<file path="src/rtl/cfgp_pkg.sv">
package cfgp_pkg;
    localparam int ADDR_W  = 5;
    localparam int DATA_W  = 8;
    localparam int N_FILT  = 8;
    localparam int FIDX_W  = $clog2(N_FILT);

    localparam logic [ADDR_W-1:0] A_CTL0 = 5'd0;
    localparam logic [ADDR_W-1:0] A_CTL1 = 5'd1;
    localparam logic [ADDR_W-1:0] A_TIM0 = 5'd2;
    localparam logic [ADDR_W-1:0] A_TIM1 = 5'd3;
    localparam logic [ADDR_W-1:0] A_FCTL = 5'd4;
    localparam logic [ADDR_W-1:0] A_RXE  = 5'd5;
    localparam logic [ADDR_W-1:0] A_TXE  = 5'd6;
    // upper address bits selecting the filter code / mask windows
    localparam logic [ADDR_W-FIDX_W-1:0] CODE_WIN = 2'b01;
    localparam logic [ADDR_W-FIDX_W-1:0] MASK_WIN = 2'b10;
endpackage

</file>
<file path="src/rtl/cfgp_handshake.sv">
module cfgp_handshake #(
    parameter int STAGES = 2
) (
    input  logic clk,
    input  logic rst_n,
    input  logic pclk_en,
    input  logic req,
    output logic ack
);
    typedef struct packed {
        logic [STAGES-1:0] pipe;
    } hs_t;

    hs_t hs_d, hs_q;

    always_comb begin
        hs_d = hs_q;
        if (pclk_en) begin
            hs_d.pipe = {hs_q.pipe[STAGES-2:0], req};
        end
    end

    always_ff @(posedge clk or negedge rst_n) begin
        if (!rst_n) hs_q.pipe <= '1;
        else        hs_q <= hs_d;
    end

    assign ack = hs_q.pipe[STAGES-1];
endmodule

</file>
<file path="src/rtl/cfgp_prescaler.sv">
module cfgp_prescaler #(
    parameter int W = 6
) (
    input  logic         clk,
    input  logic         rst_n,
    input  logic         pclk_en,
    input  logic         hold,
    input  logic [W-1:0] div_m1,
    output logic         tick
);
    typedef struct packed {
        logic [W-1:0] cnt;
    } ps_t;

    ps_t ps_d, ps_q;

    always_comb begin
        ps_d = ps_q;
        if (hold) begin
            ps_d.cnt = div_m1;
        end else if (pclk_en) begin
            ps_d.cnt = (ps_q.cnt == '0) ? div_m1 : ps_q.cnt - 1'b1;
        end
    end

    always_ff @(posedge clk or negedge rst_n) begin
        if (!rst_n) ps_q <= '0;
        else        ps_q <= ps_d;
    end

    assign tick = pclk_en && !hold && (ps_q.cnt == '0);
endmodule

</file>
<file path="src/rtl/cfgp_regs.sv">
module cfgp_regs
    import cfgp_pkg::*;
(
    input  logic                         clk,
    input  logic                         rst_n,
    input  logic                         unlocked,
    input  logic                         wr_en,
    input  logic [ADDR_W-1:0]            wr_addr,
    input  logic [DATA_W-1:0]            wr_data,
    input  logic [ADDR_W-1:0]            rd_addr,
    output logic [DATA_W-1:0]            rd_data,
    input  logic                         err_load,
    input  logic [DATA_W-1:0]            rx_err_new,
    input  logic [DATA_W-1:0]            tx_err_new,
    output logic                         req,
    output logic                         sleep,
    output logic                         enable,
    output logic                         csel,
    output logic [DATA_W-1:0]            tim0,
    output logic [DATA_W-1:0]            tim1,
    output logic [DATA_W-1:0]            fctl,
    output logic [DATA_W-1:0]            rx_err,
    output logic [DATA_W-1:0]            tx_err,
    output logic [N_FILT-1:0][DATA_W-1:0] code,
    output logic [N_FILT-1:0][DATA_W-1:0] mask
);
    typedef struct packed {
        logic                          req;
        logic                          sleep;
        logic                          en;
        logic                          en_done;
        logic                          csel;
        logic [DATA_W-1:0]             tim0;
        logic [DATA_W-1:0]             tim1;
        logic [DATA_W-1:0]             fctl;
        logic [DATA_W-1:0]             rxe;
        logic [DATA_W-1:0]             txe;
        logic [N_FILT-1:0][DATA_W-1:0] code;
        logic [N_FILT-1:0][DATA_W-1:0] mask;
    } rf_t;

    rf_t rf_d, rf_q;

    logic [ADDR_W-FIDX_W-1:0] win;
    logic [FIDX_W-1:0]        widx;
    logic [FIDX_W-1:0]        ridx;
    assign win  = wr_addr[ADDR_W-1:FIDX_W];
    assign widx = wr_addr[FIDX_W-1:0];
    assign ridx = rd_addr[FIDX_W-1:0];

    always_comb begin
        rf_d = rf_q;
        if (wr_en) begin
            case (wr_addr)
                A_CTL0: begin
                    rf_d.req   = wr_data[0];
                    rf_d.sleep = wr_data[1];
                end
                A_CTL1: begin
                    if (!rf_q.en_done) begin
                        rf_d.en      = wr_data[7];
                        rf_d.en_done = 1'b1;
                    end
                    if (unlocked) rf_d.csel = wr_data[6];
                end
                A_TIM0: if (unlocked) rf_d.tim0 = wr_data;
                A_TIM1: if (unlocked) rf_d.tim1 = wr_data;
                A_FCTL: if (unlocked) rf_d.fctl = wr_data;
                default: begin
                    if (unlocked && win == CODE_WIN) rf_d.code[widx] = wr_data;
                    if (unlocked && win == MASK_WIN) rf_d.mask[widx] = wr_data;
                end
            endcase
        end
        if (err_load) begin
            rf_d.rxe = rx_err_new;
            rf_d.txe = tx_err_new;
        end
    end

    always_ff @(posedge clk or negedge rst_n) begin
        if (!rst_n) begin
            rf_q     <= '0;
            rf_q.req <= 1'b1;
        end else begin
            rf_q <= rf_d;
        end
    end

    always_comb begin
        rd_data = '0;
        case (rd_addr)
            A_CTL0: rd_data = {6'b0, rf_q.sleep, rf_q.req};
            A_CTL1: rd_data = {rf_q.en, rf_q.csel, 5'b0, unlocked};
            A_TIM0: rd_data = rf_q.tim0;
            A_TIM1: rd_data = rf_q.tim1;
            A_FCTL: rd_data = rf_q.fctl;
            A_RXE:  rd_data = rf_q.rxe;
            A_TXE:  rd_data = rf_q.txe;
            default: begin
                if (rd_addr[ADDR_W-1:FIDX_W] == CODE_WIN) rd_data = rf_q.code[ridx];
                if (rd_addr[ADDR_W-1:FIDX_W] == MASK_WIN) rd_data = rf_q.mask[ridx];
            end
        endcase
    end

    assign req    = rf_q.req;
    assign sleep  = rf_q.sleep;
    assign enable = rf_q.en;
    assign csel   = rf_q.csel;
    assign tim0   = rf_q.tim0;
    assign tim1   = rf_q.tim1;
    assign fctl   = rf_q.fctl;
    assign rx_err = rf_q.rxe;
    assign tx_err = rf_q.txe;
    assign code   = rf_q.code;
    assign mask   = rf_q.mask;
endmodule

</file>
<file path="src/rtl/can_cfg_guard.sv">
module can_cfg_guard
    import cfgp_pkg::*;
#(
    parameter int HS_STAGES = 2,
    parameter int PRE_W     = 6
) (
    input  logic                       clk,
    input  logic                       rst_n,
    input  logic                       osc_en,
    input  logic                       wr_en,
    input  logic [ADDR_W-1:0]          wr_addr,
    input  logic [DATA_W-1:0]          wr_data,
    input  logic [ADDR_W-1:0]          rd_addr,
    output logic [DATA_W-1:0]          rd_data,
    input  logic                       err_load,
    input  logic [DATA_W-1:0]          rx_err_new,
    input  logic [DATA_W-1:0]          tx_err_new,
    input  logic                       eng_tx,
    output logic                       can_tx,
    output logic                       tq_tick,
    output logic                       init_ack,
    output logic                       mod_enable,
    output logic [2*DATA_W-1:0]        bus_timing,
    output logic [DATA_W-1:0]          filt_ctrl,
    output logic [N_FILT*DATA_W-1:0]   filt_code,
    output logic [N_FILT*DATA_W-1:0]   filt_mask
);
    logic                          req_w, sleep_w, csel_w, pclk_en;
    logic [DATA_W-1:0]             tim0_w, tim1_w, rxe_w, txe_w;
    logic [N_FILT-1:0][DATA_W-1:0] code_w, mask_w;

    cfgp_regs u_regs (
        .clk(clk), .rst_n(rst_n), .unlocked(init_ack),
        .wr_en(wr_en), .wr_addr(wr_addr), .wr_data(wr_data),
        .rd_addr(rd_addr), .rd_data(rd_data),
        .err_load(err_load), .rx_err_new(rx_err_new), .tx_err_new(tx_err_new),
        .req(req_w), .sleep(sleep_w), .enable(mod_enable), .csel(csel_w),
        .tim0(tim0_w), .tim1(tim1_w), .fctl(filt_ctrl),
        .rx_err(rxe_w), .tx_err(txe_w), .code(code_w), .mask(mask_w)
    );

    assign pclk_en = csel_w ? 1'b1 : osc_en;

    cfgp_handshake #(.STAGES(HS_STAGES)) u_hs (
        .clk(clk), .rst_n(rst_n), .pclk_en(pclk_en), .req(req_w), .ack(init_ack)
    );

    cfgp_prescaler #(.W(PRE_W)) u_pre (
        .clk(clk), .rst_n(rst_n), .pclk_en(pclk_en), .hold(init_ack),
        .div_m1(tim0_w[PRE_W-1:0]), .tick(tq_tick)
    );

    assign can_tx     = (req_w || init_ack || sleep_w) ? 1'b1 : eng_tx;
    assign bus_timing = {tim1_w, tim0_w};
    assign filt_code  = code_w;
    assign filt_mask  = mask_w;
endmodule


</file>
<file path="config.mk">
export PLATFORM = sky130hd
export DESIGN_NAME = can_cfg_guard
export DESIGN_NICKNAME = d
export VERILOG_FILES = /design/src/rtl/cfgp_pkg.sv /design/src/rtl/cfgp_handshake.sv /design/src/rtl/cfgp_prescaler.sv /design/src/rtl/cfgp_regs.sv /design/src/rtl/can_cfg_guard.sv
export SDC_FILE = /design/constraint.sdc
export NUM_CORES = 1
export LEC_CHECK = 0
export CAP_MARGIN = 10
export CORE_ASPECT_RATIO = 1.2
export CORE_MARGIN = 1
export CORE_UTILIZATION = 30
export CTS_BUF_LIST = sky130_fd_sc_hd__clkbuf_4
export DETAILED_ROUTE_END_ITERATION = 12
export SETUP_SLACK_MARGIN = 0.5
export SLEW_MARGIN = 20
export SYNTH_ARGS = -nofsm -noshare
export SYNTH_HDL_FRONTEND = slang
export SYNTH_SLANG_ARGS = --single-unit
</file>
<file path="constraint.sdc">
create_clock -name clk -period 2.4 [get_ports clk]
set_clock_uncertainty 0.15 [all_clocks]
set_input_delay 0.24 -clock clk [delete_from_list [all_inputs] [get_ports clk]]
set_output_delay 0.24 -clock clk [all_outputs]
set_load 0.05 [all_outputs]
</file>
### Yosys cells after proc, flatten, opt, wreduce, memory -nomap -nowiden

Index checks and enable logic that the tools add are counted.

* flip-flop bits (word level): 181
* bits in latches: 0
* RAM bits: 0
* ROM bits: 0
* bits of input ports: 40
* output and inout port bits: 164
* word-level logic and storage cells: 86
* memories kept: 0

* $add $sub $neg: 1
* multiply operators: 0
* div/mod/pow operators: 0
* $lt $le $gt $ge: 3
* equal/unequal tests: 14
* shift operators: 0
* multiplexer cells: 16
* bitwise gates (word level): 2
* reduce and logical (&&, ||, !) cells: 22

Operators with widths (count)
* bitwise mux 64 bit: 2
* case mux 8 bit (7 select lines): 1
* binary-select mux 8 bit (select 3 bit): 2
* 2-to-1 mux 8 bit: 5
* demux 8 bit (select 3 bit): 1
* AND reduction 3 bit: 7
* equality test 5 x 2 -> 1 bit, second input constant: 4
* equality test 5 x 3 -> 1 bit, second input constant: 4
* 2-to-1 mux 6 bit: 3
* equality test 5 x 1 -> 1 bit, second input constant: 2
* logical NOT 5 bit: 2
* less-than comparator 3 x 4 -> 1 bit, second input constant: 2
* logical NOT 6 bit: 1
* subtractor 6 x 1 -> 6 bit, second input constant: 1
* logical AND 1 bit: 5
* OR reduction 5 bit: 1
* equality test 2 x 1 -> 1 bit, second input constant: 2
* equality test 2 bit, second input constant: 2
* AND reduction 2 bit: 2
* >= comparator 3 x 1 -> 1 bit, second input constant: 1
* logical OR 1 bit: 2
* 2-to-1 mux 1 bit: 2
* inverter 1 bit: 2
* nonzero test 2 bit: 1
* logical NOT 1 bit: 1

### Logic depth before layout (Yosys ltp)

Gate-level depths: netlist of run 1.

* depth in word-level cells: 5
* depth in mapped cells: 7
* mapped depth without buffers: 6

### Modules after synthesis

From an unflattened synthesis of run 1, not the netlist that was laid out.

* cell total of the unflattened synthesis: 807
* area, all modules: 9982.1 um^2

Modules (own cells, without submodules)
* cfgp_regs: instances 1, cells each 753, area each 9424.0 um^2, sequential area each 4330.4 um^2
* cfgp_prescaler: instances 1, cells each 48, area each 469.2 um^2, sequential area each 150.1 um^2
* cfgp_handshake: instances 1, cells each 4, area each 75.1 um^2, sequential area each 52.6 um^2
* can_cfg_guard: instances 1, cells each 2, area each 13.8 um^2, sequential area each 0.0 um^2

### Worst setup path before layout of run 1

No wires, ideal clock.

* path type: input-to-output
* start point: input rd_addr[0]
* end point: output rd_data[7]
* arrival time: 2312 ps
* required time: 2010 ps
* slack: -302 ps
* cell stages on the path: 5
* buffers on the path: 2
* path through: buf_4 buf_4 inv_1 mux4_2 o21ai_0

* cells in the longest elaborated chain, start to end: 5
* elaborated cells on any way between the ends: 14
* classes of those cells: eq/ne: 6; mux: 7; reduce/logical: 1

RTL lines
* start, declared: line can_cfg_guard.sv:13 `input logic [ADDR_W-1:0] rd_addr,`
* binary-select mux 8 bit (select 3 bit): line cfgp_regs.sv:101 `if (rd_addr[ADDR_W-1:FIDX_W] == CODE_WIN) rd_data = rf_q.code[ridx];`
* 2-to-1 mux 8 bit (not written as such): line cfgp_regs.sv:101
* 2-to-1 mux 8 bit: line cfgp_regs.sv:101
* 2-to-1 mux 8 bit: line cfgp_regs.sv:102 `if (rd_addr[ADDR_W-1:FIDX_W] == MASK_WIN) rd_data = rf_q.mask[ridx];`
* case mux 8 bit (7 select lines) *: line cfgp_regs.sv:92 `case (rd_addr)`
* end, declared: line can_cfg_guard.sv:14 `output logic [DATA_W-1:0] rd_data,`

Every way passes the cells marked *; elsewhere a longest branch is shown, timed or not. The select of a mux whose other input is x is not followed.

### Final worst setup path of run 1

* start point: register u_regs.rf_q (netlist bit u_regs.code[55])
* end point: output rd_data[7]

* cells in the longest elaborated chain, start to end: 5

RTL lines
* start, declared: line cfgp_regs.sv:42 `rf_t rf_d, rf_q;`
* start signal, assigned: line cfgp_regs.sv:86 `rf_q <= rf_d;`
* binary-select mux 8 bit (select 3 bit): line cfgp_regs.sv:101
* 2-to-1 mux 8 bit (not written as such): line cfgp_regs.sv:101
* 2-to-1 mux 8 bit: line cfgp_regs.sv:101
* 2-to-1 mux 8 bit: line cfgp_regs.sv:102
* case mux 8 bit (7 select lines): line cfgp_regs.sv:92

No other way between the ends. The select of a mux whose other input is x is not followed.

==> results.md, run 1 <==
- The number of unique standard cell types used by synthesis is 45.
- The detail route stage leaves a number of antenna-violating nets equal to 0.
- After detailed routing, the number of remaining DRC violations is 0.
- The TritonCTS sink count is between 150 and 200.
- The run finished, with violations left.
- The die is ~170 um wide.
- The total area inside the core boundary comes to 0.0322 mm^2.
- Setup repair after global routing could not meet its margin everywhere.
- The cell row count is around 70.
- The tree is rooted in a clkbuf_4.
- The synthesized design spends more area on one cell type than any other, namely dfrtp_1.
- The synthesized flop and latch total is 181.
- The most common cell after layout, fill and taps aside is dfrtp_1.
- In this run the mean area of a mapped cell was around 13 um^2.
- The area of the multi-input gates is just under 0.005 mm^2.
- Along the worst path, the maximum fanout reaches 2.
- The final route contains approximately 6600 vias.
- The final setup violation count is 8.
- The final reports fail on setup timing.
- The first global-routing pass estimated 45.9 mm of wire.
- After detailed routing, the average wire length per cell comes to 22.9 um.
- From synthesis to final layout, the design area changed by 35.5%.
- The worst-case setup margin in the final layout is -0.323 ns.
- The final layout contains slightly below 1000 nets.
- The synthesized design contains 0 enable-type register cells.
- Timing would allow up to around 370 MHz.
- The pre-antenna-repair detailed-routing pass consisted of 4 iterations.
- For the pin with the worst max-slew slack, the measured transition is 0.691 ns.
- Summing all flip-flop and latch instances after layout gives about 0.0045 mm^2.
- The startpoint-to-endpoint class of the critical path is flip-flop to output pin.
- The initial cell density of the core is 30.4%.
- The clock tree buffer depth is 2.
- The time the worst path needs with I/O delays and setup is approximately 2.7 ns.
- The path class of the tightest hold or removal check is input port to flip-flop.
- The number of design-rule violations left by the first detailed-router iteration is between 400 and 500.
- The number of antenna violations at the first check in global routing is 4.
- Dividing total power by cell area gives a power density of approximately 650 mW/mm^2.
- The worst hold slack across all endpoints is between 0.07 and 0.08 ns.
- The die covers about 0.033 mm^2.
- Sequential elements use a little under half of the synthesized area.
- At the worst endpoint, the required time is about 2 ns.
- The largest net degree at the start of global routing is 56.
- By area the synthesized netlist is led by dfrtp_1, mux2_2, buf_4.
- The fill cell total of the finished layout is between 3000 and 4000.
- The share of final-layout standard cells stronger than drive strength 1 is 62.3%.
- The clock insertion delay at the later pin of the skew report is 0.61 ns.
- The post-synthesis async set-or-reset flop share is 100%.
- The post-synthesis instance area is 0.00977 mm^2.
- The number of slew-limit violations in the final report is 0.
- The via count of the first global-routing pass is ~7100.
- The area share of the largest cell type after synthesis is between 40% and 50%.
- The nature of the critical path startpoint is a flip-flop.
- After technology mapping, the gate count stands at slightly below 800.
- The H-tree was split into 4 levels.
- In this run the count of I/O pins placed on the die edge is 204.
- The final wirelength is ~31 mm.
- The leakage power summed over all cells is 6.45 nW.
- The floorplan step set the die height to roughly 200 um.
- The count of max-cap constraint violations is 0.
- The CTS tree is built.
- The kind of end point of the critical path is an output pin.
- The per-cell via count in the routed design is a little under 5.
- Buffers placed on the I/O ports in this run total between 200 and 250.
- The number of warnings printed during yosys synthesis is 0.
- Global routing finished with a remaining overflow of 0.
- The number of hold violations in the final report is 0.
- For the final routed database, the setup TNS stands at -1.62 ns.
- The worst ir drop on vdd is around 0.00029 V.
- The post-route fraction of the period consumed by the critical path is 113%.
- Measured against its own limit, the worst slew margin works out to 53.6%.
- The clock-pin slew on the worst setup and hold paths is 0.17 ns.
- The flip-flop cell with the highest count after synthesis is dfrtp_1.
- The post-synthesis net count is 819.
- Data on the critical path arrives at its endpoint at roughly 2.3 ns.
- Leaving out fill and tap cells, the most frequent cells in the layout are dfrtp_1, mux2_4, buf_4, buf_2, clkdlybuf4s15_2.
- The combined global-route utilization of all metal layers is roughly a fifth.
- The final HPWL from detailed placement is about 22 mm.
- The total power is ~8.6 mW.
- The congestion estimate from routability-driven global placement came to between 0.8 and 0.9.
- The total clock buffers created by CTS is 17.
## path summary, 6_finish.rpt
| path | startpoint | endpoint | slack, ns | depth (start not counted) |
|---|---|---|---|---|
| max reg2reg | u_hs.hs_q[1] | u_regs.mask[32] | 0.11 | 8 |
| min in group asynchronous | rst_n | u_regs.mask[20] | 0.53 | 3 |
| max in group asynchronous | rst_n | u_regs.tx_err[6] | 0.61 | 4 |
| min | tx_err_new[6] | u_regs.tx_err[6] | 0.08 | 2 |
| min reg2reg | u_regs.rf_q[169] | u_regs.rf_q[169] | 0.35 | 1 |
| max | u_regs.code[55] | rd_data[7] | -0.32 | 5 |
## power by group
| group | switching [mW] | leakage, nW | internal, mW |
|---|---|---|---|
| sequential | 0.326 | 2.43 | 3.40 |
| clock | 1.19 | 0.154 | 0.647 |
| combinational | 1.81 | 3.86 | 1.27 |
## worst max-delay path, stage by stage (launching register included)
cell and delay [ns]:
dfrtp_1 0.43, mux4_2 0.48, mux2_4 0.30, a22oi_2 0.23
o21ai_2 0.11, buf_6 0.17
## Yosys cell counts (all sizes together) (3+ instances only)
master,n
a21oi,10
a221oi,7
a22oi,12
a31o,3
a31oi,10
a32oi,3
buf,178
clkbuf,14
dfrtp,178
dfstp,3
inv,8
mux2,185
mux2i,24
mux4,24
nand2,32
nand2b,3
nand3,11
nand3b,5
nand4b,3
nor2,14
nor2b,6
nor3,9
nor3b,6
o21ai,14
## what timing repair did
action	CTS	global route
setup endpoints to repair	316	222
setup buffers	48	8
hold buffers	3	0
pin swaps	12	9
resized for setup	693	180
endpoints found under the hold margin	180	0
## kinds of logic after synthesis
group                      after synthesis  synth area share, %
muxes                                  233                 29.3
buffers and inverters                  200                 13.8
DFF                                    181                 46.4
and+or+nand+nor                         94                 5.57
AOI/OAI and AO/OA                       67                 4.65
adders and majority gates                2                0.256
## metal layers
| metal | up-vias | wire [um] | GRT usage (%) |
|---|---|---|---|
| met4 | 0 | 990 | 8.26 |
| li1 | 2943 | - | - |
| met5 | - | 0 | 0 |
| met1 | 3440 | 13600 | 23.8 |
| met3 | 41 | 1130 | 3.78 |
| met2 | 198 | 15300 | 31.2 |
## state kept, by name (all words and copies together), names as in the netlist
name,cells
u_regs.csel,1
u_regs.tx_err,8
u_pre.ps_q,6
u_hs.hs_q,2
u_regs.mask,64
u_regs.req,1
u_regs.fctl,8
u_regs.rf_q,1
u_regs.rx_err,8
u_regs.sleep,1
u_regs.code,64
u_regs.tim1,8
u_regs.tim0,8
u_regs.enable,1
## per-stage QoR
step	area (um^2)	util, %	cells	worst slack [ns]
2_1_floorplan	10000	-	777	0.344
3_3_place_gp	11800	36.8	1262	-0.128
3_5_place_dp	11800	36.8	1262	-0.154
4_1_cts	13200	40.9	1345	-0.357
5_1_grt	13200	41.1	1357	-0.434
6_report	13200	41.1	1357	-0.323
## area by class of cell
cell class                      count  area share [%]
Multi-Input combinational cell    396            36.5
Sequential cell                   181            34.3
Timing Repair Buffer              329            22.8
Tap cell                          407            3.85
Clock inverter                     15            1.27
Clock buffer                       17           0.964
Inverter                            8           0.227
Antenna cell                        4          0.0756
(Power assumes the default switching activity.)
==> inputs of run 2 (changes only) <==
clock period = 3.34 ns   (was 2.4 ns; I/O delays follow)
==> run 2 against run 1 <==
Via count is 6.5% lower. Critical path depth stayed put. Final area is 12% lower. Routed wire length is 5.4% lower. Total power is 32% lower. Combinational power is 38% lower. Register-to-register slack better by 0.89 ns. First-iteration DRC count is 27% lower. The flow now finishes without violations.
==> results.md, run 2 (synthesis gave the netlist of run 1 again) <==
- The final global-route overflow total is 0 (unchanged).
- The via count of the first global-routing pass is 6384 (-9.8%).
- The worst path uses approximately 84% of the clock period.
- The final setup violation count was 0 (-8).
- The cell-internal power is 3.68 mW (-31%).
- The fill cell total of the finished layout is 3153 (+4.0%).
- The setup total negative slack was 0 ns (+1.62 ns).
- The most common cell after layout, fill and taps aside is clkdlybuf4s50_1.
- The worst ir drop on vdd is 0.000191 V (-34%).
- The clock insertion delay at the later pin of the skew report came to 0.60 ns (about the same).
- The count of max-cap constraint violations is 0 (unchanged).
- Setup repair after global routing could not meet its margin everywhere.
- Walking the worst path, the cells encountered are mux4_2, mux2_2, a22oi_2, o21ai_2, buf_6.
- The share of final-layout standard cells stronger than drive strength 1 came to 36.4% (-26 points).
- The arrival time of the worst setup path is 2.31 ns (-0.02 ns).
- The TritonCTS sink count came to 181 (unchanged).
- The cell row count is 72 (unchanged).
- Leaving out fill and tap cells, the most frequent cells in the layout are clkdlybuf4s50_1, mux2_2, dfrtp_1, nand2_1, buf_4.
- The I/O pin count is 204 (unchanged).
- The overall via count from detail_route is 6189 (-6.5%).
- The kind of end point of the critical path is an output pin.
- The area added between synthesis and finish is 19.8%.
- The cell area after placement was 0.0112 mm^2 (-5.4%).
- The worst-case setup margin in the final layout came to 0.549 ns (+0.872 ns).
- The post-layout instance area is 0.0117 mm^2 (-12%).
- The clock group share of total power is 21.3% (about the same).
- The fraction of power spent switching nets is 37.0% (-1.5 points).
- The clock root buffer master is clkbuf_4.
- The placeable core area is 0.0322 mm^2 (unchanged).
- The final weighted congestion in routability-driven placement came to 0.824 (-1.4%).
- The number of antenna violations at the first check in global routing came to 4 (unchanged).
- The final HPWL from detailed placement was 22.1 mm (-0.26%).
- The total power divided by cell area is 499 mW/mm^2 (-24%).
- The largest net degree at the start of global routing is 80 (+43%).
- The number of slew-limit violations in the final report came to 0 (unchanged).
- After layout, the minimum clock period comes to ~2.8 ns.
- The y dimension of the die is 200 um (unchanged).
- The number of design-rule violations left by the first detailed-router iteration is 318 (-27%).
- The biggest fanout along the worst timing path is 2 (unchanged).
- The worst hold slack across all endpoints is 0.182 ns (+0.103 ns).
- The leakage power summed over all cells is 5.16 nW (-20%).
- The clock tree buffer depth came to 2 (unchanged).
- The flow ran to the end, and the final reports show no timing, DRC or antenna violations.
- The total clock buffers created by CTS is 17 (unchanged).
- On the critical path, the stage with the largest delay is an instance of mux4_2.
- The remaining design rule violation count was 0 (unchanged).
- The cell family contributing the most delay on the critical path is multiplexers.
- The worst slew slack as a fraction of its limit came to 33.8% (-20 points).
- The per-cell via count in the routed design is 4.91 (+0.58%).
- The worst setup path is of the flip-flop to output pin kind.
- The initial cell density of the core is 30.4% (unchanged).
- The net switching component of the power came to 2.16 mW (-35%).
- The die outline area is 0.0333 mm^2 (unchanged).
- The clock-pin slew on the worst setup and hold paths came to 0.14 ns (-0.03 ns).
- The pre-CTS worst setup slack came to 0.271 ns (+0.425 ns).
- The final wirelength is 29.3 mm (-5.4%).
- The net count reported at finish is 881 (-9.6%).
- The wire length of the first global-routing pass is 42.7 mm (-7.0%).
- The part of the total power dissipated in combinational logic is 32.7% (-3.0 points).
- The final standard cell count with taps included and fillers excluded is 1261 (-7.1%).
- The number of input and output port buffers inserted was 203 (unchanged).
- The combined global-route utilization of all metal layers is 17.8% (-0.98 points).
- The placed cell count is 1213 (-3.9%).
- The CTS tree is built.
- The data required time of the critical path came to 2.86 ns (+0.85 ns).
- The type of the worst min-delay path is input port to asynchronous set/reset pin.
- The H-tree level count is 4 (unchanged).
- The count of antenna-violating nets left after detailed routing is 0 (unchanged).
- The number of search-and-repair iterations in the first detailed-routing pass was 4 (unchanged).
- The maximum single-stage delay on the critical path is 0.53 ns (+0.05 ns).
- The chip width is 167 um (unchanged).
- The number of hold violations in the final report was 0 (unchanged).
- The worst-margin pin slew is 0.990 ns (+0.299 ns).
- The number of buffer and inverter instances along the worst setup path is 1 (unchanged).
- The part of the total power dissipated in sequential elements is 46.0% (+2.9 points).
- Static timing analysis puts the maximum clock frequency at roughly 360 MHz.
- STA classifies the critical path startpoint as a flip-flop.
- The routed length per instance is 23.3 um (+1.8%).
run 2: power groups by stage:
stage / Sequential [mW] / Clock, mW / Combinational [mW]
after floorplan: 2.63 / 0 / 1.47
after global placement: 2.73 / 0 / 1.86
after detailed placement: 2.74 / 0 / 1.88
after CTS: 2.69 / 1.31 / 1.91
after global routing: 2.72 / 1.37 / 2.02
final: 2.69 / 1.25 / 1.91
run 2: per-stage QoR:
stage	power [mW]	util, %
after global placement	4.60	34.9
after CTS	5.90	36.1
after global routing	6.11	36.4
after floorplan	4.10	-
after detailed placement	4.62	34.9
final	5.84	36.4
run 2: area by class of cell:
cell class                      instances  area (um^2)  share of cell area [%]
Multi-Input combinational cell        396         3960                    33.9
Antenna cell                            2         5.00                  0.0428
Inverter                                8         30.0                   0.257
Sequential cell                       181         4540                    38.8
Tap cell                              407          509                    4.35
Clock inverter                          8          104                   0.888
Timing Repair Buffer                  235         2370                    20.3
Clock buffer                           24          180                    1.54
run 2: repair_timing:
item,in CTS,in global routing
hold endpoints to repair,73,0
hold buffers,1,0
resized for setup,16,8
setup buffers,6,7
pin swaps,1,0
gates cloned,0,0
setup endpoints to repair,10,8
run 2: routing by layer:
metal | wire length (um) | global-route usage (%)
met5 | 11 | 0
met1 | 12500 | 22.0
met4 | 584 | 5.76
met2 | 15000 | 31.1
met3 | 1240 | 3.76
run 2: final timing paths:
kind,start,to,slack [ns],cells after the start
max reg2reg,u_hs.hs_q[1],u_regs.mask[35],1.00,4
min,rst_n,u_regs.tx_err[4],0.18,2
min in group clk,tx_err_new[4],u_regs.tx_err[4],0.19,2
max,u_regs.code[39],rd_data[7],0.55,5
min reg2reg,u_regs.rf_q[169],u_regs.rf_q[169],0.33,1
max in group asynchronous,rst_n,u_regs.code[10],1.87,3
